File: config.mk
export PLATFORM = sky130hd
export DESIGN_NAME = jtag_tap_top
export DESIGN_NICKNAME = d
export VERILOG_FILES = /design/src/rtl/jtag_tap_pkg.sv /design/src/rtl/jtag_tap_fsm.sv /design/src/rtl/jtag_tap_ir.sv /design/src/rtl/jtag_tap_bsr.sv /design/src/rtl/jtag_tap_top.sv
export SDC_FILE = /design/constraint.sdc
export NUM_CORES = 1
export LEC_CHECK = 0
export ABC_CLOCK_PERIOD_IN_PS = 2200
export CORE_MARGIN = 2
export CORE_UTILIZATION = 35
export CTS_BUF_LIST = sky130_fd_sc_hd__clkbuf_16
export DETAILED_ROUTE_END_ITERATION = 12
export DONT_BUFFER_PORTS = 1
export GPL_ROUTABILITY_DRIVEN = 0
export SYNTH_ARGS = -nofsm -noshare
export SYNTH_HDL_FRONTEND = slang
export SYNTH_HIERARCHICAL = 1
export SYNTH_SLANG_ARGS = --single-unit
export TNS_END_PERCENT = 30
File: constraint.sdc
create_clock -name tck -period 2.2 [get_ports tck]
set_input_delay 0.33 -clock tck [delete_from_list [all_inputs] [get_ports tck]]
set_output_delay 0.33 -clock tck [all_outputs]
set_load 0.1 [all_outputs]
File: src/rtl/jtag_tap_pkg.sv
package jtag_tap_pkg;

    typedef enum logic [3:0] {
        ST_RESET,
        ST_IDLE,
        ST_SEL_DR,
        ST_CAP_DR,
        ST_SHIFT_DR,
        ST_EXIT1_DR,
        ST_PAUSE_DR,
        ST_EXIT2_DR,
        ST_UPD_DR,
        ST_SEL_IR,
        ST_CAP_IR,
        ST_SHIFT_IR,
        ST_EXIT1_IR,
        ST_PAUSE_IR,
        ST_EXIT2_IR,
        ST_UPD_IR
    } tap_state_e;

    localparam int IR_W = 4;

    localparam logic [IR_W-1:0] OP_EXTEST  = 4'b0000;
    localparam logic [IR_W-1:0] OP_SAMPLE  = 4'b0001;
    localparam logic [IR_W-1:0] OP_IDCODE  = 4'b0010;
    localparam logic [IR_W-1:0] OP_HIGHZ   = 4'b0011;
    localparam logic [IR_W-1:0] OP_USERSIG = 4'b0100;
    localparam logic [IR_W-1:0] OP_CFGREAD = 4'b0101;
    localparam logic [IR_W-1:0] OP_BYPASS  = 4'b1111;

    localparam logic [IR_W-1:0] IR_CAPTURE = 4'b0001;

    typedef enum logic [2:0] {
        DR_BYPASS,
        DR_IDCODE,
        DR_BOUNDARY,
        DR_SIGNATURE,
        DR_CONFIG
    } dr_sel_e;

    function automatic dr_sel_e dr_select(input logic [IR_W-1:0] op);
        case (op)
            OP_EXTEST, OP_SAMPLE: return DR_BOUNDARY;
            OP_IDCODE:            return DR_IDCODE;
            OP_USERSIG:           return DR_SIGNATURE;
            OP_CFGREAD:           return DR_CONFIG;
            default:              return DR_BYPASS;
        endcase
    endfunction

endpackage

File: src/rtl/jtag_tap_fsm.sv
module jtag_tap_fsm
    import jtag_tap_pkg::*;
(
    input  logic tck,
    input  logic por_n,
    input  logic tms,
    output logic tlr,
    output logic cap_dr,
    output logic sh_dr,
    output logic upd_dr,
    output logic cap_ir,
    output logic sh_ir,
    output logic upd_ir
);

    tap_state_e state;
    tap_state_e state_nxt;

    always_ff @(posedge tck or negedge por_n) begin
        if (!por_n) state <= ST_RESET;
        else        state <= state_nxt;
    end

    always_comb begin
        state_nxt = state;
        unique case (state)
            ST_RESET:    state_nxt = tms ? ST_RESET    : ST_IDLE;
            ST_IDLE:     state_nxt = tms ? ST_SEL_DR   : ST_IDLE;
            ST_SEL_DR:   state_nxt = tms ? ST_SEL_IR   : ST_CAP_DR;
            ST_CAP_DR:   state_nxt = tms ? ST_EXIT1_DR : ST_SHIFT_DR;
            ST_SHIFT_DR: state_nxt = tms ? ST_EXIT1_DR : ST_SHIFT_DR;
            ST_EXIT1_DR: state_nxt = tms ? ST_UPD_DR   : ST_PAUSE_DR;
            ST_PAUSE_DR: state_nxt = tms ? ST_EXIT2_DR : ST_PAUSE_DR;
            ST_EXIT2_DR: state_nxt = tms ? ST_UPD_DR   : ST_SHIFT_DR;
            ST_UPD_DR:   state_nxt = tms ? ST_SEL_DR   : ST_IDLE;
            ST_SEL_IR:   state_nxt = tms ? ST_RESET    : ST_CAP_IR;
            ST_CAP_IR:   state_nxt = tms ? ST_EXIT1_IR : ST_SHIFT_IR;
            ST_SHIFT_IR: state_nxt = tms ? ST_EXIT1_IR : ST_SHIFT_IR;
            ST_EXIT1_IR: state_nxt = tms ? ST_UPD_IR   : ST_PAUSE_IR;
            ST_PAUSE_IR: state_nxt = tms ? ST_EXIT2_IR : ST_PAUSE_IR;
            ST_EXIT2_IR: state_nxt = tms ? ST_UPD_IR   : ST_SHIFT_IR;
            ST_UPD_IR:   state_nxt = tms ? ST_SEL_DR   : ST_IDLE;
        endcase
    end

    always_comb begin
        tlr    = (state == ST_RESET);
        cap_dr = (state == ST_CAP_DR);
        sh_dr  = (state == ST_SHIFT_DR);
        upd_dr = (state == ST_UPD_DR);
        cap_ir = (state == ST_CAP_IR);
        sh_ir  = (state == ST_SHIFT_IR);
        upd_ir = (state == ST_UPD_IR);
    end

    // consecutive TMS-high edge counter, saturating at five
    logic [2:0] tms_run;
    always_ff @(posedge tck or negedge por_n) begin
        if (!por_n)              tms_run <= '0;
        else if (!tms)           tms_run <= '0;
        else if (tms_run != 3'd5) tms_run <= tms_run + 3'd1;
    end

    assert_five_tms_reset_R2: assert property (@(posedge tck) disable iff (!por_n)
        (tms_run == 3'd5) |-> (state == ST_RESET));

    assert_upd_dr_exit_R3: assert property (@(posedge tck) disable iff (!por_n)
        (state == ST_UPD_DR) |=> (state == ST_IDLE || state == ST_SEL_DR));

    assert_shift_hold_R3: assert property (@(posedge tck) disable iff (!por_n)
        (state == ST_SHIFT_DR && !tms) |=> (state == ST_SHIFT_DR));

endmodule

File: src/rtl/jtag_tap_ir.sv
module jtag_tap_ir
    import jtag_tap_pkg::*;
(
    input  logic            tck,
    input  logic            por_n,
    input  logic            tdi,
    input  logic            tlr,
    input  logic            cap,
    input  logic            sh,
    input  logic            upd,
    output logic [IR_W-1:0] ir,
    output logic            so
);

    logic [IR_W-1:0] sr;

    always_ff @(posedge tck or negedge por_n) begin
        if (!por_n)   sr <= '0;
        else if (cap) sr <= IR_CAPTURE;
        else if (sh)  sr <= {tdi, sr[IR_W-1:1]};
    end

    always_ff @(posedge tck or negedge por_n) begin
        if (!por_n)   ir <= OP_IDCODE;
        else if (tlr) ir <= OP_IDCODE;
        else if (upd) ir <= sr;
    end

    assign so = sr[0];

    assert_ir_load_R4: assert property (@(posedge tck) disable iff (!por_n)
        upd |=> (ir == $past(sr)));

    assert_reset_idcode_R1: assert property (@(posedge tck) disable iff (!por_n)
        tlr |=> (ir == OP_IDCODE));

endmodule

File: src/rtl/jtag_tap_bsr.sv
module jtag_tap_bsr #(
    parameter int NPIN = 4
) (
    input  logic              tck,
    input  logic              por_n,
    input  logic              tdi,
    input  logic              cap,
    input  logic              sh,
    input  logic              upd,
    input  logic [NPIN-1:0]   pin_in,
    input  logic [NPIN-1:0]   core_oe,
    output logic [2*NPIN-1:0] upd_q,
    output logic              so
);

    localparam int CELLS = 2 * NPIN;

    logic [CELLS-1:0] cap_v;
    logic [CELLS-1:0] sr;

    for (genvar i = 0; i < NPIN; i++) begin : g_cell
        assign cap_v[2*i]   = pin_in[i];
        assign cap_v[2*i+1] = core_oe[i];
    end

    always_ff @(posedge tck or negedge por_n) begin
        if (!por_n)   sr <= '0;
        else if (cap) sr <= cap_v;
        else if (sh)  sr <= {tdi, sr[CELLS-1:1]};
    end

    always_ff @(posedge tck or negedge por_n) begin
        if (!por_n)   upd_q <= '0;
        else if (upd) upd_q <= sr;
    end

    assign so = sr[0];

    assert_update_hold_R7: assert property (@(posedge tck) disable iff (!por_n)
        !upd |=> $stable(upd_q));

endmodule

File: src/rtl/jtag_tap_top.sv
module jtag_tap_top
    import jtag_tap_pkg::*;
#(
    parameter int          NPIN    = 4,
    parameter int          SIG_W   = 16,
    parameter int          CFG_W   = 24,
    parameter logic [31:0] ID_CODE = 32'h0A53_C03F
) (
    input  logic             tck,
    input  logic             por_n,
    input  logic             tms,
    input  logic             tdi,
    input  logic             secure,
    input  logic [SIG_W-1:0] sig_value,
    input  logic [CFG_W-1:0] cfg_data,
    input  logic [NPIN-1:0]  pin_in,
    input  logic [NPIN-1:0]  core_out,
    input  logic [NPIN-1:0]  core_oe,
    output logic [NPIN-1:0]  pad_out,
    output logic [NPIN-1:0]  pad_oe,
    output logic             tdo,
    output logic             tdo_oe
);

    localparam int CELLS = 2 * NPIN;
    localparam int ID_W  = 32;

    logic tlr, cap_dr, sh_dr, upd_dr, cap_ir, sh_ir, upd_ir;
    logic [IR_W-1:0] ir;
    logic            ir_so;
    dr_sel_e         sel;

    jtag_tap_fsm u_fsm (
        .tck    (tck),
        .por_n  (por_n),
        .tms    (tms),
        .tlr    (tlr),
        .cap_dr (cap_dr),
        .sh_dr  (sh_dr),
        .upd_dr (upd_dr),
        .cap_ir (cap_ir),
        .sh_ir  (sh_ir),
        .upd_ir (upd_ir)
    );

    jtag_tap_ir u_ir (
        .tck   (tck),
        .por_n (por_n),
        .tdi   (tdi),
        .tlr   (tlr),
        .cap   (cap_ir),
        .sh    (sh_ir),
        .upd   (upd_ir),
        .ir    (ir),
        .so    (ir_so)
    );

    assign sel = dr_select(ir);

    logic             bsr_sel;
    logic [CELLS-1:0] bsr_upd_q;
    logic             bsr_so;

    assign bsr_sel = (sel == DR_BOUNDARY);

    jtag_tap_bsr #(.NPIN(NPIN)) u_bsr (
        .tck     (tck),
        .por_n   (por_n),
        .tdi     (tdi),
        .cap     (cap_dr & bsr_sel),
        .sh      (sh_dr & bsr_sel),
        .upd     (upd_dr & bsr_sel),
        .pin_in  (pin_in),
        .core_oe (core_oe),
        .upd_q   (bsr_upd_q),
        .so      (bsr_so)
    );

    // small data registers
    logic             byp_sr;
    logic [ID_W-1:0]  id_sr;
    logic [SIG_W-1:0] sig_sr;
    logic [CFG_W-1:0] cfg_sr;

    always_ff @(posedge tck or negedge por_n) begin
        if (!por_n) begin
            byp_sr <= 1'b0;
            id_sr  <= '0;
            sig_sr <= '0;
            cfg_sr <= '0;
        end else if (cap_dr) begin
            case (sel)
                DR_BYPASS:    byp_sr <= 1'b0;
                DR_IDCODE:    id_sr  <= ID_CODE;
                DR_SIGNATURE: sig_sr <= sig_value;
                DR_CONFIG:    cfg_sr <= secure ? '0 : cfg_data;
                default:      ;
            endcase
        end else if (sh_dr) begin
            case (sel)
                DR_BYPASS:    byp_sr <= tdi;
                DR_IDCODE:    id_sr  <= {tdi, id_sr[ID_W-1:1]};
                DR_SIGNATURE: sig_sr <= {tdi, sig_sr[SIG_W-1:1]};
                DR_CONFIG:    cfg_sr <= {tdi, cfg_sr[CFG_W-1:1]};
                default:      ;
            endcase
        end
    end

    logic dr_so;
    always_comb begin
        case (sel)
            DR_IDCODE:    dr_so = id_sr[0];
            DR_BOUNDARY:  dr_so = bsr_so;
            DR_SIGNATURE: dr_so = sig_sr[0];
            DR_CONFIG:    dr_so = cfg_sr[0];
            default:      dr_so = byp_sr;
        endcase
    end

    // serial output, launched on the falling edge
    always_ff @(negedge tck or negedge por_n) begin
        if (!por_n) begin
            tdo    <= 1'b0;
            tdo_oe <= 1'b0;
        end else begin
            tdo    <= sh_ir ? ir_so : (sh_dr ? dr_so : 1'b0);
            tdo_oe <= sh_ir | sh_dr;
        end
    end

    // pad control
    always_comb begin
        pad_out = core_out;
        pad_oe  = core_oe;
        if (ir == OP_EXTEST) begin
            for (int i = 0; i < NPIN; i++) begin
                pad_out[i] = bsr_upd_q[2*i];
                pad_oe[i]  = bsr_upd_q[2*i+1];
            end
        end else if (ir == OP_HIGHZ) begin
            pad_oe = '0;
        end
    end

    assert_tdo_window_R12: assert property (@(posedge tck) disable iff (!por_n)
        ((sh_dr | sh_ir) == tdo_oe));

    assert_secure_cfg_zero_R11: assert property (@(posedge tck) disable iff (!por_n)
        (cap_dr && sel == DR_CONFIG && secure) |=> (cfg_sr == '0));

endmodule

==> impl_metrics.toml, run 1 <==
[status]
status = "finished with violations"
violations = "negative hold slack, negative setup slack"

[grt]
antenna_found_initial = 0
grtUsageTotal_pct = 14.4
grt.overflow.total = 0
grt_pass1_vias = 3572
grt_max_degree = 104
grt_pass1_wl_um = 17400

[routing]
routed_wl_um = 10300
via_count = 3635
drt_iter0_markers = 217
via_per_inst = 5.07
postRouteAntennaNets = 0
drt-wirelength-per-cell_um = 14.4
detail_route.first_pass.iterations = 4
route.detailed.drc = 0

[worst_setup_path]
path_class = "flip-flop to primary output"
end_kind = "primary output"
crit_path_start_kind = "flip-flop"
path_max_fanout = 1
critPathArrivalTime_ns = 2.07
startpoint = "tdo"
critical-path-max-stage-delay_ns = 0.44
path_buf_inv = 1
timing.rr.start = "u_ir/ir[1]"
required_ns = 1.87
slowest_stage = "dfrtn_1"
critPathTopFamily = "flip-flops"
cp_cell_sequence = "buf_12"

[sta]
finalHoldViolCount = 101
whs_ns = -0.318
rsz0062_at_grt = "true"
fin_ws_ns = -0.199
slew_violations = 0
max_slew_margin_pct = 60.1
setup_viol = 11
worstMarginPinSlew_ns = 0.593
finClkSkew_ns = 0.00889

[synth]
synth_nets = 579
synth_top_family_by_area = "simple AND/OR/NAND/NOR gates"
yosysWarnings = 6
seq_area_frac_synth_pct = 51.3
synthAdderAreaFrac_pct = 0
postSynth.asyncResetShare_pct = 100
synth_edf_count = 0
avgSynthCellArea_sq_um = 9.64
ys.flop_type = "dfrtp_1"
synthCells = 522
synth_xor_area_share_pct = 0
synth_compound_area_share_pct = 12.9
synth.distinct_cells = 45
yosys.area_share.simple_pct = 21.5
synth_seq_cells = 103
synthMuxAreaShare_pct = 9.25
synth_area_sq_mm = 0.00503

[place]
numPortBuffers = 0
dp_hpwl_um = 6850
dp_slack_ns = -0.279
placed_cell_area_sq_mm = 0.00552
place_inst = 701

[clock_network]
h-tree-depth = 3
cts_root_buf = "clkbuf_16"
clk_latency_ns = 0.34
clock_path_buffers = 2
clock-sinks = 103
clk_pin_slew_ns = 0.07
cts_made_buffers = 9
cts_tree = "built"

[die]
io-pin-count = 67
die_area_sq_mm = 0.0153
rows = 43
core_area_sq_mm = 0.0139
initial_core_util_pct = 36.1
die_w_um = 124
die_h_um = 124

[job]
maxCapViolations = 0

[cells_and_area]
design_area_sq_mm = 0.00589
drive_gt1_share_pct = 18.8
syn2layout_area_growth_pct = 17.0
n_fill_cell = 1290
final_cell_mix = "98 x dfrtp_1, 82 x nand2_1, 67 x a21oi_1"
layout.nets = 589
antenna_cells = 0
final_common_cell = "dfrtp_1"
instances_no_fill = 717

[pwr]
peakVddDrop_v = 0.000480
p_total_mw = 7.20
power.density_mw_per_mm2 = 1220
leakage_nw = 2.47

[hold_path]
min_path_type = "input pin to async pin"
-- cells by family (layout without fill, tap and decap cells) --
| logic type | count (synthesis) | count (layout) |
|---|---|---|
| AND/OR/NAND/NOR | 215 | 215 |
| AO/OA/AOI/OAI | 120 | 120 |
| flip-flops | 103 | 103 |
| multiplexers | 42 | 42 |
| buffers and inverters | 42 | 57 |
-- cell type report --
cell class | instances | area, sq um | area share (%)
well taps | 180 | 225 | 3.83
multi-input cells | 377 | 2350 | 39.9
repair buffers | 38 | 450 | 7.65
clock inverters | 7 | 41.3 | 0.702
inverters | 3 | 13.8 | 0.234
clock buffers | 9 | 225 | 3.83
flip-flops and latches | 103 | 2580 | 43.9
-- synthesized netlist by cell type (all sizes together), types with 3 or more instances --
library cell | n | share of area, %
nand3b | 19 | 2.8
o21ai | 36 | 3.6
a21oi | 71 | 7.1
inv | 3 | 0.22
buf | 24 | 3.7
and3 | 3 | 0.37
mux2 | 12 | 3.3
nor4b | 3 | 0.90
nor2b | 34 | 4.3
and2 | 3 | 0.37
dfrtp | 100 | 50
clkbuf | 15 | 1.1
mux2i | 30 | 6.0
nor4 | 3 | 0.50
nor2 | 49 | 3.7
nand2 | 84 | 6.3
nor3 | 6 | 0.80
nor3b | 5 | 0.75
-- worst paths after layout --
| path | to | slack (ns) | cells past startpoint |
|---|---|---|---|
| setup / recovery | tdo | -0.20 | 1 |
| hold / removal | sig_sr[6] | -0.32 | 0 |
| setup reg to reg | tdo | -0.20 | 4 |
| hold reg to reg | id_sr[16] | 0.46 | 2 |
| max in group asynchronous | tdo_oe | 1.40 | 0 |
| min in group tck | u_bsr/sr[6] | 0.11 | 2 |
-- metal layers --
layer	up-vias	share of wire, %	global-route usage (%)
met5	-	0	0
met4	0	1.0	4.47
met3	7	5.3	4.26
met2	57	47	22.3
met1	1775	47	19.5
li1	1796	-	-
-- flip-flops by register name (all words and copies together) (netlist names) --
name / flops
byp_sr: 1
u_ir/sr: 4
u_bsr/sr: 8
sig_sr: 16
u_fsm/state: 4
tdo: 1
cfg_sr: 24
u_bsr/upd_q: 8
id_sr: 32
u_ir/ir: 4
tdo_oe: 1
-- stage by stage --
stage | TNS (ns) | utilization, %
detailed placement | -0.279 | 39.6
finish | -0.972 | 42.2
CTS | -1.20 | 41.7
global route | -1.74 | 42.2
floorplan | -0.826 | -
global placement | -0.323 | 39.6
-- timing repair --
action                                  4_1_cts  5_1_grt
endpoints found under the setup margin       11       54
pin swaps                                     0        9
gates resized for setup                       9       17
buffers inserted                              0        0
hold endpoints to repair                    101      101
-- report_power, final --
| group | switching, mW | internal, mW | leakage [nW] |
|---|---|---|---|
| Sequential | 0.314 | 2.33 | 1.16 |
| Combinational | 1.83 | 1.27 | 1.18 |
| Clock | 0.693 | 0.757 | 0.128 |
| Total | 2.84 | 4.37 | 2.47 |
Power figures use the tool's default switching activity.
==> run 2, diff against run 1 <==
- ABC_CLOCK_PERIOD_IN_PS: 2200 -> 2920
- HOLD_SLACK_MARGIN: not set -> 0.15
- clock period: 2.2 -> 2.92 ns (I/O delays scaled with it)
==> impl_metrics.toml, run 2 (synthesis results as in run 1) <==
[status]
status = "complete, no violations"

[grt]
grtUsageTotal_pct = 14.1
grt_max_degree = 102
grt_pass1_vias = 3530
antenna_found_initial = 0
grt.overflow.total = 0
grt_pass1_wl_um = 17000

[worst_setup_path]
critPathArrivalTime_ns = 1.62
worstReg2RegEnd = "tdo"
critical-path-max-stage-delay_ns = 0.58
cp_cell_sequence = "nand3b_1 > a211oi_1 > a2111oi_2 > buf_4 > o31ai_1"
timing.rr.start = "u_ir/ir[1]"
r2r_slack_ns = 0.03
crit_path_start_kind = "flip-flop"
end_kind = "flip-flop"
path_class = "flip-flop to flip-flop"
slowest_stage = "dfstp_2"
rr_worst_depth = 5
path_max_fanout = 7
required_ns = 1.64

[place]
numPortBuffers = 0
dp_slack_ns = -0.154
dp_hpwl_um = 6690
placed_cell_area_sq_mm = 0.00531

[pwr]
leakage_nw = 2.37
p_switching_mw = 2.03
p_clk_share_pct = 20.8
peakVddDrop_v = 0.000394
p_total_mw = 5.10
power.density_mw_per_mm2 = 909
seq_power_share_pct = 38.8
switching_share_pct = 39.9
pwr-share-comb_pct = 40.4
p_int_mw = 3.07

[routing]
drt-wirelength-per-cell_um = 14.4
routed_wl_um = 10200
via_per_inst = 5.09
detail_route.first_pass.iterations = 4
route.detailed.drc = 0
postRouteAntennaNets = 0
drt_iter0_markers = 208
via_count = 3610

[cells_and_area]
layout.nets = 581
final_common_cell = "dfrtp_1"
reg_top3 = "id_sr x32, cfg_sr x24, sig_sr x16"
largest_reg_flops = 32
largest_register = "id_sr"
final_util_pct = 40.3
syn2layout_area_growth_pct = 11.5
final_cell_mix = "100 x dfrtp_1, 84 x nand2_1, 71 x a21oi_1"
antenna_cells = 0
drive_gt1_share_pct = 13.8
design_area_sq_mm = 0.00561

[clock_network]
clk_latency_ns = 0.34
h-tree-depth = 3
clk_pin_slew_ns = 0.07
cts_tree = "built"
clock-sinks = 103
cts_root_buf = "clkbuf_16"
clock_path_buffers = 2
cts_made_buffers = 9

[die]
core_area_sq_mm = 0.0139
die_h_um = 124
die_area_sq_mm = 0.0153
io-pin-count = 67
initial_core_util_pct = 36.1
die_w_um = 124
rows = 43

[job]
maxCapViolations = 0

[sta]
max_slew_margin_pct = 55.3
setup_tns_ns = 0
rsz0062_at_grt = "true"
setup_viol = 0
finalHoldViolCount = 0
worstMarginPinSlew_ns = 0.668
finClkSkew_ns = 0.00693
slew_violations = 0
fin_ws_ns = 0.0262

[hold_path]
min_path_type = "input pin to flip-flop"
min_from = "pin_in[1]"
hold_depth = 2
min_to = "u_bsr/sr[2]"
-- run 2: cell count changes in the layout (fill, tap and decap cells not counted), sizes merged --
cell         delta
buf             -9
clkinv          +3
clkinvlp        -3
dlygate4sd3     +1
-- run 2: final cells by class --
type                            instances  area [sq um]
Sequential cell                       103          2580
Clock inverter                          7          31.3
Fill cell                            1341          8330
Inverter                                3          11.3
Clock buffer                            9           225
Tap cell                              180           225
Timing Repair Buffer                   30           298
Multi-Input combinational cell        377          2240
-- run 2: timing repair --
item / 4_1_cts / 5_1_grt
hold buffers: 2 / 0
setup buffers: 0 / 0
hold endpoints to repair: 101 / 0
gates resized for setup: 3 / 0
endpoints found under the setup margin: 1 / 1
-- run 2: worst max path at each step --
stage / startpoint / endpoint / slack (ns) / depth (start not counted)
6_report: u_ir/ir[1] / tdo / 0.03 / 5
5_1_grt: u_ir/ir[1] / tdo / -0.04 / 5
4_1_cts: u_ir/ir[1] / tdo / 0.008 / 5
3_5_place_dp: u_ir/ir[0] / tdo / -0.15 / 5
3_3_place_gp: u_ir/ir[0] / tdo / -0.06 / 5
2_1_floorplan: u_ir/ir[3] / pad_oe[1] / -0.69 / 5
-- run 2: routing by layer --
layer  track usage [%]  part of all wire (%)  vias to the layer above
met5                 0                     0                        -
met4              5.97                   1.8                        0
met3              4.90                   6.7                       14
met2              21.1                    46                       82
met1              18.7                    46                     1745
li1                  -                     -                     1769
-- run 2: per-stage QoR --
stage | instances | hold slack (ns)
after floorplan | 522 | 0.142
after detailed placement | 691 | 0.148
final | 709 | 0.221
after global routing | 709 | 0.213
after CTS | 709 | 0.206
after global placement | 691 | 0.148
-- run 2: power by group through the flow --
stage	sequential [mW]	clock, mW	combinational [mW]
finish	1.98	1.06	2.06
global route	2.02	1.16	2.26
CTS	1.98	1.11	2.07
detailed placement	2.00	0	2.02
global placement	1.98	0	1.97
floorplan	2.01	0	1.57
-- run 2: critical path, delay by kind of cell, from the launching register on --
kind	cells	cell delay (ns)
AOI/OAI and AO/OA	3	0.39
and+or+nand+nor	1	0.13
DFF	1	0.58
buffers and inverters	1	0.17
